### config.mk
export PLATFORM = sky130hd
export DESIGN_NAME = uart_rx_core
export DESIGN_NICKNAME = d
export VERILOG_FILES = /design/src/rtl/uart_rx_pkg.sv /design/src/rtl/uart_rx_sync.sv /design/src/rtl/uart_rx_framer.sv /design/src/rtl/uart_rx_linestat.sv /design/src/rtl/uart_rx_core.sv
export SDC_FILE = /design/constraint.sdc
export NUM_CORES = 1
export LEC_CHECK = 0
export CAP_MARGIN = 20
export CORE_ASPECT_RATIO = 0.7
export CORE_MARGIN = 8
export CORE_UTILIZATION = 33
export DETAILED_ROUTE_END_ITERATION = 7
export RECOVER_POWER = 100
export SYNTH_ARGS = -nofsm -noshare
export SYNTH_HDL_FRONTEND = slang
export SYNTH_SLANG_ARGS = --single-unit
### constraint.sdc
create_clock -name clk -period 1.9 [get_ports clk]
set_input_delay 0.57 -clock clk [delete_from_list [all_inputs] [get_ports clk]]
set_output_delay 0.57 -clock clk [all_outputs]
set_load 0.01 [all_outputs]
### src/rtl/uart_rx_pkg.sv
package uart_rx_pkg;

   typedef enum logic [2:0] {
      RX_IDLE,
      RX_START,
      RX_DATA,
      RX_PARITY,
      RX_STOP,
      RX_HOLD
   } rx_state_t;

   typedef struct packed {
      logic [7:0] data;
      logic       par_err;
      logic       frm_err;
      logic       brk;
   } rx_char_t;

   localparam int LS_READY   = 0;
   localparam int LS_OVERRUN = 1;
   localparam int LS_PARITY  = 2;
   localparam int LS_FRAME   = 3;
   localparam int LS_BREAK   = 4;

endpackage

### src/rtl/uart_rx_sync.sv
module uart_rx_sync #(
   parameter int STAGES = 2
) (
   input  logic clk,
   input  logic rst_n,
   input  logic din,
   output logic dout
);
   generate
      if (STAGES == 0) begin : g_bypass
         assign dout = din;
      end else begin : g_chain
         logic [STAGES-1:0] chain_q;
         always_ff @(posedge clk or negedge rst_n) begin
            if (!rst_n) chain_q <= '1;
            else        chain_q <= {chain_q[STAGES-2 >= 0 ? STAGES-2 : 0 : 0], din} & {STAGES{1'b1}};
         end
         assign dout = chain_q[STAGES-1];
      end
   endgenerate
endmodule

### src/rtl/uart_rx_framer.sv
module uart_rx_framer
   import uart_rx_pkg::*;
#(
   parameter int OVERSAMPLE = 16
) (
   input  logic     clk,
   input  logic     rst_n,
   input  logic     tick,
   input  logic     rx,
   input  logic [1:0] cfg_len,
   input  logic     cfg_par_en,
   input  logic     cfg_par_even,
   output logic     char_valid,
   output rx_char_t char_out
);
   localparam int CW  = $clog2(OVERSAMPLE);
   localparam int MID = OVERSAMPLE / 2;
   localparam logic [CW-1:0] MID_LAST = CW'(MID - 1);
   localparam logic [CW-1:0] BIT_LAST = CW'(OVERSAMPLE - 1);

   rx_state_t     state;
   logic [CW-1:0] cnt;
   logic [2:0]    bit_idx;
   logic [7:0]    shreg;
   logic          par_acc;
   logic          all_zero;

   logic [2:0] last_idx;
   logic       bit_point;
   assign last_idx  = {1'b0, cfg_len} + 3'd4;
   assign bit_point = tick && (cnt == BIT_LAST);

   always_ff @(posedge clk or negedge rst_n) begin
      if (!rst_n) begin
         state    <= RX_IDLE;
         cnt      <= '0;
         bit_idx  <= '0;
         shreg    <= '0;
         par_acc  <= 1'b0;
         all_zero <= 1'b0;
      end else begin
         case (state)
            RX_IDLE: begin
               if (tick && !rx) begin
                  state <= RX_START;
                  cnt   <= '0;
               end
            end
            RX_START: begin
               if (tick) begin
                  if (cnt == MID_LAST) begin
                     cnt <= '0;
                     if (rx) begin
                        state <= RX_IDLE;
                     end else begin
                        state    <= RX_DATA;
                        bit_idx  <= '0;
                        shreg    <= '0;
                        par_acc  <= 1'b0;
                        all_zero <= 1'b1;
                     end
                  end else begin
                     cnt <= cnt + 1'b1;
                  end
               end
            end
            RX_DATA: begin
               if (bit_point) begin
                  cnt            <= '0;
                  shreg[bit_idx] <= rx;
                  par_acc        <= par_acc ^ rx;
                  if (rx) all_zero <= 1'b0;
                  if (bit_idx == last_idx) state <= cfg_par_en ? RX_PARITY : RX_STOP;
                  else                     bit_idx <= bit_idx + 1'b1;
               end else if (tick) begin
                  cnt <= cnt + 1'b1;
               end
            end
            RX_PARITY: begin
               if (bit_point) begin
                  cnt     <= '0;
                  par_acc <= par_acc ^ rx;
                  if (rx) all_zero <= 1'b0;
                  state   <= RX_STOP;
               end else if (tick) begin
                  cnt <= cnt + 1'b1;
               end
            end
            RX_STOP: begin
               if (bit_point) begin
                  cnt   <= '0;
                  state <= rx ? RX_IDLE : RX_HOLD;
               end else if (tick) begin
                  cnt <= cnt + 1'b1;
               end
            end
            RX_HOLD: begin
               if (rx) state <= RX_IDLE;
            end
            default: state <= RX_IDLE;
         endcase
      end
   end

   always_comb begin
      char_valid       = (state == RX_STOP) && bit_point;
      char_out.brk     = all_zero && !rx;
      char_out.frm_err = !rx && !char_out.brk;
      char_out.par_err = cfg_par_en && !char_out.brk && (par_acc ^ !cfg_par_even);
      char_out.data    = char_out.brk ? 8'h00 : shreg;
   end

   assert_valid_on_tick_R2: assert property (@(posedge clk) disable iff (!rst_n)
      char_valid |-> tick);

   assert_hold_blocks_start_R6: assert property (@(posedge clk) disable iff (!rst_n)
      (state == RX_HOLD && !rx) |=> state != RX_START);
endmodule

### src/rtl/uart_rx_linestat.sv
module uart_rx_linestat
   import uart_rx_pkg::*;
(
   input  logic       clk,
   input  logic       rst_n,
   input  logic       char_valid,
   input  rx_char_t   char_in,
   input  logic       rd_data,
   input  logic       rd_status,
   output logic [7:0] rx_data,
   output logic [7:0] line_status
);
   logic [7:0] hold_q;
   logic       ready_q, ovr_q, par_q, frm_q, brk_q;

   always_ff @(posedge clk or negedge rst_n) begin
      if (!rst_n) begin
         hold_q  <= '0;
         ready_q <= 1'b0;
         ovr_q   <= 1'b0;
         par_q   <= 1'b0;
         frm_q   <= 1'b0;
         brk_q   <= 1'b0;
      end else begin
         if (char_valid) hold_q <= char_in.data;

         if (char_valid)   ready_q <= 1'b1;
         else if (rd_data) ready_q <= 1'b0;

         if (char_valid && ready_q && !rd_data) ovr_q <= 1'b1;
         else if (rd_status)                    ovr_q <= 1'b0;

         if (char_valid && char_in.par_err) par_q <= 1'b1;
         else if (rd_status)                par_q <= 1'b0;

         if (char_valid && char_in.frm_err) frm_q <= 1'b1;
         else if (rd_status)                frm_q <= 1'b0;

         if (char_valid && char_in.brk) brk_q <= 1'b1;
         else if (rd_status)            brk_q <= 1'b0;
      end
   end

   always_comb begin
      line_status             = '0;
      line_status[LS_READY]   = ready_q;
      line_status[LS_OVERRUN] = ovr_q;
      line_status[LS_PARITY]  = par_q;
      line_status[LS_FRAME]   = frm_q;
      line_status[LS_BREAK]   = brk_q;
   end
   assign rx_data = hold_q;

   assert_ready_clear_R8: assert property (@(posedge clk) disable iff (!rst_n)
      (rd_data && !char_valid) |=> !line_status[LS_READY]);

   assert_flags_clear_R8: assert property (@(posedge clk) disable iff (!rst_n)
      (rd_status && !char_valid) |=> line_status[4:1] == 4'b0000);

   assert_overrun_set_R7: assert property (@(posedge clk) disable iff (!rst_n)
      (char_valid && line_status[LS_READY] && !rd_data) |=> line_status[LS_OVERRUN]);

   assert_break_zero_R6: assert property (@(posedge clk) disable iff (!rst_n)
      (char_valid && char_in.brk) |=> (rx_data == 8'h00) && line_status[LS_BREAK]);
endmodule

### src/rtl/uart_rx_core.sv
module uart_rx_core
   import uart_rx_pkg::*;
#(
   parameter int OVERSAMPLE  = 16,
   parameter int SYNC_STAGES = 2
) (
   input  logic       clk,
   input  logic       rst_n,
   input  logic       tick16,
   input  logic       rx_line,
   input  logic [1:0] cfg_len,
   input  logic       cfg_par_en,
   input  logic       cfg_par_even,
   input  logic       rd_data,
   input  logic       rd_status,
   output logic [7:0] rx_data,
   output logic [7:0] line_status
);
   generate
      if (OVERSAMPLE < 4 || (OVERSAMPLE % 2) != 0) begin : g_bad_os
         $error("uart_rx_core: OVERSAMPLE must be even and at least 4");
      end
      if (SYNC_STAGES < 0 || SYNC_STAGES > 4) begin : g_bad_sync
         $error("uart_rx_core: SYNC_STAGES must be 0 to 4");
      end
   endgenerate

   logic     rx_s;
   logic     char_valid;
   rx_char_t char_w;

   uart_rx_sync #(.STAGES(SYNC_STAGES)) u_sync (
      .clk  (clk),
      .rst_n(rst_n),
      .din  (rx_line),
      .dout (rx_s)
   );

   uart_rx_framer #(.OVERSAMPLE(OVERSAMPLE)) u_framer (
      .clk         (clk),
      .rst_n       (rst_n),
      .tick        (tick16),
      .rx          (rx_s),
      .cfg_len     (cfg_len),
      .cfg_par_en  (cfg_par_en),
      .cfg_par_even(cfg_par_even),
      .char_valid  (char_valid),
      .char_out    (char_w)
   );

   uart_rx_linestat u_stat (
      .clk        (clk),
      .rst_n      (rst_n),
      .char_valid (char_valid),
      .char_in    (char_w),
      .rd_data    (rd_data),
      .rd_status  (rd_status),
      .rx_data    (rx_data),
      .line_status(line_status)
   );

   assert_upper_zero_R9: assert property (@(posedge clk) disable iff (!rst_n)
      $rose(line_status[0]) |-> line_status[7:5] == 3'b000);
endmodule

# Word level (Yosys, flattened, before mapping)
# Cells that the tools add are included.
[word_totals]
romBits = 0
wordCells = 126
latchBits = 0
inputBits = 10
mem_bits_rw = 0
mem_count = 0
ff_bits = 35
[op_classes]
n_lt_le_gt_ge = 2
addsub = 3
bitwise = 2
reduce_logical = 34
n_mux = 51
n_shift = 0
n_div = 0
n_eq_ne = 21
mul = 0
[op_table]
columns = ["operator", "count"]
rows = [
  ["$mux W3", 15],
  ["$mux W8", 5],
  ["$mux W4", 5],
  ["$pmux W3 S6", 1],
  ["$mux W1", 17],
  ["$ne A2 B1 Y1 const B", 8],
  ["$pmux W8 S2", 1],
  ["$reduce_bool A2 Y1", 7],
  ["$logic_and A1 B1 Y1", 13],
  ["$pmux W4 S3", 1],
  ["$reduce_and A6 Y1", 2],
  ["$reduce_and A5 Y1", 2],
  ["$bwmux W8", 1],
  ["$ne A2 B2 Y1 const B", 4],
  ["$reduce_and A8 Y1", 1],
  ["$eq A3 B2 Y1 const B", 2],
  ["$eq A3 B3 Y1 const B", 2],
  ["$pmux W3 S2", 1],
  ["$add A4 B1 Y4 const B", 1],
  ["$eq A4 B3 Y1 const B", 1],
  ["$eq A4 B4 Y1 const B", 1],
  ["$logic_not A1 Y1", 4],
  ["$lt A3 B4 Y1 const B", 1],
  ["$pmux W1 S2", 2],
  ["14 further kinds", 15],
]

# Longest topological paths before layout
# Gate-level depths: netlist of run 1.
[logic_depth]
ltp_word = 7
mapped_depth = 7
mapped_depth_nobuf = 5

# By module
# A second synthesis of run 1 with hierarchy kept.
[hier_totals]
hier_cells = 191
hier_area_um2 = 2039.5
[modules_own_cells]
columns = ["module", "area_each_um2", "seq_area_each_um2", "instances", "cells_per_inst"]
rows = [
  ["uart_rx_framer", 1421.4, 500.5, 1, 151],
  ["uart_rx_linestat", 565.5, 325.3, 1, 38],
  ["uart_rx_sync", 52.6, 52.6, 1, 2],
]

# Worst setup path after synthesis of run 1
# No wires, ideal clock.
[synth_path]
path_type = "input port to flip-flop"
start = "input port tick16"
end = "register u_stat.hold_q[0] (netlist: u_stat.rx_data[0])"
path_slack_ns = 0.132
required_ns = 1.768
path_buffers = 3
path_stages = 7
t_arrival_ns = 1.636
cell_sequence = "clkbuf_1 -> and4_1 -> clkbuf_1 -> nand3_1 -> clkbuf_1 -> nand2_1 -> o21ai_1"
[synth_between]
elab_chain_len = 2
[synth_lines]
columns = ["item", "line_no", "source"]
rows = [
  ["from (decl)", "uart_rx_core.sv:9", "input logic tick16,"],
  ["$logic_and A1 B1 Y1", "uart_rx_framer.sv:31", "assign bit_point = tick && (cnt == BIT_LAST);"],
  ["$logic_and A1 B1 Y1", "uart_rx_framer.sv:106", "char_valid = (state == RX_STOP) && bit_point;"],
  ["to (signal assigned)", "uart_rx_linestat.sv:25", "if (char_valid) hold_q <= char_in.data;"],
  ["to (decl)", "uart_rx_linestat.sv:13", "logic [7:0] hold_q;"],
]
# No other way between the ends.
# A chain may end at the register's enable or synchronous reset.

# Worst setup path in the final report of run 1
[layout_path]
start = "register u_stat.hold_q[1] (netlist: u_stat.rx_data[1])"
end = "output port rx_data[1]"
[layout_rtl]
columns = ["item", "line_no", "source"]
rows = [
  ["to (decl)", "uart_rx_core.sv:16", "output logic [7:0] rx_data,"],
]
# No word-level cell between the ends.

==> metrics.cfg, run 1 <==
[outcome]
status = finished, final reports clean

[yosys]
syn_area_per_cell_sq_um = 9.00
ys_warn_count = 0
synth_fa_ha_area_share_pct = 1.30
synth-seq-cells = 35
synthSimpleGateAreaFrac_pct = 19.7
synth_xor_area_share_pct = 1.82
synthFlopType = dfrtp_1
syn_area_sq_mm = 0.00193
synth_top_family_by_area = compound AO/OA/AOI/OAI gates
synth_enable_flop_cells = 0
synth-seq-area-share_pct = 45.6
synthArstFlopShare_pct = 100
synthCells = 214
synth.distinct_cells = 50
synth.area.mux_share_pct = 1.04
synth_compound_area_share_pct = 21.8

[setup_path]
startpoint_type = flip-flop
worstReg2RegEnd = u_framer.cnt[3]
cp_cell_sequence = dlygate4sd3_1
r2r_cells = 5
path_buf_inv = 1
worstPathMaxFanout = 2
critPathCaptureType = primary output
critPathMaxStageDelay_ns = 0.61
critPathSlowestCell = dlygate4sd3_1
r2r_start = u_framer.state[0]
r2r_slack_ns = 0.12
critPathTopFamily = buffers and inverters
critical_path_class = flip-flop to primary output
critPathArrivalTime_ns = 1.28
cp.required_ns = 1.33

[placed_design]
gp_routability_congestion = 0.902
dp_cells = 313
dp.final_hpwl_microns = 3310
port_buffers = 22

[detailed_routing]
drc = 0
route.final.wire_length_microns = 4620
drtIter0Drc = 75
vias_per_cell = 5.18
ant_nets = 0
drt-pass1-iter-count = 4
avgRoutedWirePerCell_microns = 14.4
num_vias = 1656

[global_routing]
grt_overflow_total = 0
grt_pass1_wl_microns = 7900
grt_pass1_vias = 1606
grtUsageTotal_pct = 11.6
antenna_found_initial = 0
grt_max_degree = 36

[cells_and_area]
drive_above_1_share_pct = 13.9
antennaDiodeCount = 0
layoutNonFillerInstCount = 320
final_nets = 257
area_delta_synth_final_pct = 23.9

[timing]
post-route-min-period_ns = 1.85
fin_skew_ns = 0.0106
setup_viol_count_final = 0
hold_viol = 0
slew_headroom_pct = 40.1
fin_hold_ws_ns = 0.360
rsz0062_at_grt = no
final_max_slew_viol_count = 0
max_freq_mhz = 541
setup_tns_ns = 0
post-route-period-util_pct = 97.3
worst_slew_pin_slew_ns = 0.898

[clock_tree]
h-tree-depth = 2
path_clk_slew_ns = 0.07
cts_hold_buf = 0
clock_latency_ns = 0.30
cts_root_buf = clkbuf_8
cts_tree = done
cts.path.max_buffers = 2
clock_sinks = 35
cts_made_buffers = 5
post_cts_buffers = 0

[power_and_ir_drop]
p_int_w = 0.00139
pwr-share-clk_pct = 27.6
powerDensity_mw_per_mm2 = 866
p_seq_share_pct = 42.7
power_leakage_nw = 1.04
p_sw_share_pct = 33.0
finalPower_w = 0.00207
switchingPower_w = 0.000682
ir_worst_vdd_mv = 0.266
power_frac_comb_pct = 29.8

[floorplanning]
pin_count = 26
die_y_microns = 79.9
dieWidth_microns = 107
initial_core_util_pct = 34.0
core-area_sq_mm = 0.00567
row_count = 23
die_area_sq_mm = 0.00858

[run]
cap_violations = 0

[hold_path]
holdPathEnd = u_sync.g_chain.chain_q[1]
hold_depth = 0
hold_start = u_sync.g_chain.chain_q[0]
hold_path.class = flip-flop to flip-flop

[placed cells by master, fill, tap and decap left out, types with 2 or more instances in the layout]
| master | n |
|---|---|
| conb_1 | 3 |
| o211ai_1 | 3 |
| nor2b_1 | 2 |
| nand2_1 | 27 |
| nand3_1 | 7 |
| nand2b_1 | 6 |
| inv_1 | 12 |
| nor2_1 | 5 |
| o31ai_1 | 4 |
| o21ai_0 | 22 |
| o22ai_1 | 4 |
| nor4_1 | 3 |
| dfrtp_1 | 33 |
| clkbuf_8 | 6 |
| mux2i_1 | 2 |
| xnor2_1 | 2 |
| a2111oi_0 | 2 |
| nand4_1 | 3 |
| a31oi_1 | 5 |
| ha_1 | 2 |
| buf_4 | 16 |
| dlygate4sd3_1 | 9 |
| o21ai_1 | 8 |
| clkbuf_4 | 3 |
| a21oi_1 | 5 |
| xor2_1 | 2 |
| clkdlybuf4s50_1 | 12 |
| o21a_1 | 2 |
| nor3_1 | 2 |
| nor4b_1 | 2 |
| o32ai_1 | 2 |
| a21o_1 | 3 |
| dfstp_2 | 2 |
[cell usage after synthesis, types with 2 or more instances]
cell	count	area share, %
a2111oi_0	2	0.91
a21o_1	3	1.2
a21oi_1	5	1.3
a31oi_1	5	1.6
buf_2	5	1.3
buf_4	8	3.1
clkbuf_1	9	1.8
dfrtp_1	33	43
dfstp_2	2	2.7
ha_1	2	1.3
inv_1	12	2.3
mux2i_1	2	1.0
nand2_1	27	5.3
nand2b_1	6	1.9
nand3_1	7	1.8
nand4_1	3	0.97
nor2_1	5	0.97
nor2b_1	2	0.65
nor3_1	2	0.52
nor4_1	3	0.97
nor4b_1	2	0.91
o211ai_1	3	1.2
o21a_1	2	0.78
o21ai_0	10	2.6
o21ai_1	20	5.2
o22ai_1	4	1.3
o31ai_1	4	1.6
o32ai_1	2	0.91
xnor2_1	2	0.91
xor2_1	2	0.91
[final cells by class]
class / instances / area [sq um]
Tap cell: 75 / 93.8
Multi-Input combinational cell: 147 / 892
Inverter: 12 / 45.0
Sequential cell: 35 / 878
Clock buffer: 6 / 82.6
Clock inverter: 1 / 5.00
Fill cell: 574 / 3280
Timing Repair Buffer: 44 / 390
[cells by family after synthesis]
group	count (synthesis)
buffers and inverters	34
and+or+nand+nor	69
other	1
DFF	35
xor gates and xnor gates	4
adders and majority gates	2
muxes	2
AOI/OAI and AO/OA	67
[metrics by stage]
step	util, %	setup slack (ns)	instance area [sq um]
finish	42.1	0.0506	2390
CTS	42.4	0.0877	2410
global placement	40.9	-0.310	2320
floorplan	-	0.132	1930
detailed placement	40.9	-0.307	2320
global route	42.1	0.0129	2390
[how the worst max path moves through the flow]
stage	slack [ns]	start	end	cells past startpoint
floorplan	0.13	tick16	u_stat.rx_data[0]	7
global placement	-0.31	tick16	u_framer.state[2]	6
detailed placement	-0.31	tick16	u_framer.state[0]	6
CTS	0.09	u_stat.rx_data[4]	rx_data[4]	1
global route	0.01	u_stat.frm_q	line_status[3]	1
finish	0.05	u_stat.rx_data[1]	rx_data[1]	1
[power groups by stage]
stage | combinational [W] | sequential (W) | clock [W]
6_report | 0.000615 | 0.000882 | 0.000570
4_1_cts | 0.000628 | 0.000879 | 0.000587
3_5_place_dp | 0.000625 | 0.000893 | 0
3_3_place_gp | 0.000627 | 0.000892 | 0
2_1_floorplan | 0.000420 | 0.000876 | 0
5_1_grt | 0.000699 | 0.000891 | 0.000614
[routing by layer]
layer,track usage (%),wire (microns),vias up
met2,15.8,1870,53
met3,3.55,330,8
met1,16.1,2320,779
met5,0,0,-
met4,6.21,97,0
li1,-,-,816
[registers in the layout (all words and copies together) (netlist names)]
signal,flops
u_stat.brk_q,1
u_framer.par_acc,1
u_stat.par_q,1
u_stat.ready_q,1
u_framer.all_zero,1
u_stat.frm_q,1
u_framer.bit_idx,3
u_stat.ovr_q,1
u_framer.state,3
u_stat.rx_data,8
u_framer.cnt,4
u_sync.g_chain.chain_q,2
u_framer.shreg,8
[timing repair]
action | CTS | global route
pin swaps | 0 | 0
setup endpoints to repair | 2 | 2
resized for setup | 1 | 1
gates cloned | 0 | 0
No activity file was read; power rests on OpenSTA's default activity.
==> run 2, diff against run 1 <==
--- a/config.mk
+++ b/config.mk
@@ -5,6 +5,7 @@
 export SDC_FILE = /design/constraint.sdc
 export NUM_CORES = 1
 export LEC_CHECK = 0
+export ABC_CLOCK_PERIOD_IN_PS = 1900
 export CAP_MARGIN = 20
 export CORE_ASPECT_RATIO = 0.7
 export CORE_MARGIN = 8
==> results of run 2 <==
The final DEF is identical to that of run 1; final timing and power are the same.
==> run 3, diff against run 2 <==
--- a/config.mk
+++ b/config.mk
@@ -11,6 +11,7 @@
 export CORE_MARGIN = 8
 export CORE_UTILIZATION = 33
 export DETAILED_ROUTE_END_ITERATION = 7
+export GPL_TIMING_DRIVEN = 0
 export RECOVER_POWER = 100
 export SYNTH_ARGS = -nofsm -noshare
 export SYNTH_HDL_FRONTEND = slang
==> run 3 against run 2 <==
- via count is 2.2% lower
- first-iteration DRC count is 36% lower
- worst setup slack better by 0.0013 ns
- utilization is 0.35 points higher
- critical path type unchanged
- largest cell class unchanged
==> metrics.cfg, run 3 (synthesized netlist as in run 1, its figures left out) <==
[outcome]
status = finished, final reports clean

[power_and_ir_drop]
ir_worst_vdd_mv = 0.347  ; +30%
power_leakage_nw = 1.05  ; +1.3%
powerDensity_mw_per_mm2 = 893  ; +3.2%
finalPower_w = 0.00215  ; +4.0%

[cells_and_area]
final_nets = 258  ; +0.39%
drive_above_1_share_pct = 15.8  ; +1.9 points
antennaDiodeCount = 0  ; unchanged
fillers = 570  ; -0.70%
layout_commonest_cell = dfrtp_1
mostFrequentLayoutCells = dfrtp_1 (33), nand2_1 (27), o21ai_0 (17)
area_delta_synth_final_pct = 24.9

[detailed_routing]
ant_nets = 0  ; unchanged
wl_met1_microns = 2380  ; +2.5%
dr_wl_met2_microns = 1820  ; -2.7%
top_layer = met4
num_vias = 1619  ; -2.2%
drc = 0  ; unchanged
drt-pass1-iter-count = 4  ; unchanged
drtIter0Drc = 48  ; -36%
avgRoutedWirePerCell_microns = 14.0  ; -3.3%
dr_wl_met3_microns = 231  ; -30%
vias_per_cell = 5.03  ; -2.8%
route.final.wire_length_microns = 4490  ; -2.7%

[floorplanning]
initial_core_util_pct = 34.0  ; unchanged
die_y_microns = 79.9  ; unchanged
pin_count = 26  ; unchanged
dieWidth_microns = 107  ; unchanged
core-area_sq_mm = 0.00567  ; unchanged
row_count = 23  ; unchanged
die_area_sq_mm = 0.00858  ; unchanged

[global_routing]
grt_pass1_wl_microns = 7760  ; -1.7%
grt_pass1_vias = 1587  ; -1.2%
grt_overflow_total = 0  ; unchanged
antenna_found_initial = 0  ; unchanged
grt_max_degree = 36  ; unchanged
grtUsageTotal_pct = 11.1  ; -0.50 points

[timing]
setup_ws_ns = 0.0519  ; +0.00125 ns
final_max_slew_viol_count = 0  ; unchanged
hold_viol = 0  ; unchanged
setup_tns_ns = 0  ; unchanged
fin_skew_ns = 0.00891  ; -0.00170 ns
max_freq_mhz = 541  ; about the same
post-route-min-period_ns = 1.85  ; -0.00125 ns
setup_viol_count_final = 0  ; unchanged
slew_headroom_pct = 40.5  ; +0.40 points
post-route-period-util_pct = 97.3  ; about the same
worst_slew_pin_slew_ns = 0.892  ; -0.00592 ns

[hold_path]
hold_start = u_sync.g_chain.chain_q[0]
hold_depth = 0  ; unchanged
holdPathEnd = u_sync.g_chain.chain_q[1]
hold_path.class = flip-flop to flip-flop

[placed_design]
port_buffers = 21  ; -4.5%
gp_routability_congestion = 0.856  ; -5.0%
pre_cts_slack_ns = -0.325  ; -0.0178 ns
dp.final_hpwl_microns = 3190  ; -3.4%

[setup_path]
cp_cell_sequence = dlygate4sd3_1
r2r_start = u_framer.cnt[3]
cp.required_ns = 1.33  ; about the same
critPathCaptureType = primary output
r2r_slack_ns = 0.08  ; -0.04 ns
startpoint_type = flip-flop
critical_path_class = flip-flop to primary output
path_buf_inv = 1  ; unchanged
worstPathMaxFanout = 2  ; unchanged
worstReg2RegEnd = u_framer.bit_idx[2]
critPathArrivalTime_ns = 1.28  ; about the same
critPathMaxStageDelay_ns = 0.60  ; about the same
cp_num_cells = 1  ; unchanged
r2r_cells = 6  ; +1
critPathTopFamily = buffers and inverters
critPathSlowestCell = dlygate4sd3_1

[run]
cap_violations = 0  ; unchanged

[clock_tree]
h-tree-depth = 2  ; unchanged
cts_root_buf = clkbuf_8
cts.path.max_buffers = 2  ; unchanged
cts_hold_buf = 0  ; unchanged
cts_tree = done
clock_latency_ns = 0.29  ; about the same
path_clk_slew_ns = 0.07  ; about the same
cts_made_buffers = 5  ; unchanged
clock_sinks = 35  ; unchanged

## run 3: worst max path at each step
| stage | start | to | slack, ns |
|---|---|---|---|
| 3_5_place_dp | cfg_len[1] | u_framer.state[0] | -0.33 |
| 5_1_grt | u_framer.state[0] | u_framer.cnt[0] | -0.003 |
| 3_3_place_gp | rst_n | u_stat.ovr_q | -0.60 |
| 2_1_floorplan | tick16 | u_stat.rx_data[0] | 0.13 |
| 4_1_cts | u_framer.cnt[3] | u_framer.bit_idx[2] | 0.009 |
| 6_report | u_stat.rx_data[1] | rx_data[1] | 0.05 |
## run 3: per-layer routing
metal	up-vias	track usage, %
met5	-	0
li1	817	-
met4	0	4.14
met1	759	15.9
met2	36	15.3
met3	7	3.31
## run 3: where the power goes
| part | leakage, nW | internal (W) | switching [W] |
|---|---|---|---|
| clock | 0.0612 | 0.000424 | 0.000270 |
| combinational | 0.529 | 0.000241 | 0.000330 |
| sequential | 0.461 | 0.000811 | 0.0000748 |
| total | 1.05 | 0.00148 | 0.000674 |
## run 3: per-stage QoR
step / cell area [sq um] / util [%] / hold WS (ns) / cells
floorplan: 1930 / - / 0.274 / 216
global route: 2410 / 42.5 / 0.359 / 322
global placement: 2240 / 39.5 / 0.347 / 312
CTS: 2370 / 41.8 / 0.356 / 320
finish: 2410 / 42.5 / 0.355 / 322
detailed placement: 2230 / 39.4 / 0.347 / 312
## run 3: area by class of cell
cell class	count	area (sq um)	share of cell area, %
plain buffers	20	116	4.83
multi-input cells	147	925	38.4
clock buffers	6	82.6	3.43
repair buffers	25	231	9.62
flip-flops and latches	35	878	36.5
clock inverters	2	35.0	1.46
inverters	12	45.0	1.87
well taps	75	93.8	3.90
## run 3: timing repair
| action | 4_1_cts | 5_1_grt |
|---|---|---|
| gates cloned | 0 | 0 |
| resized for setup | 4 | 9 |
| hold endpoints to repair | 0 | 0 |
| buffers inserted | 0 | 4 |
| pin swaps | 0 | 2 |
| endpoints found under the setup margin | 4 | 20 |
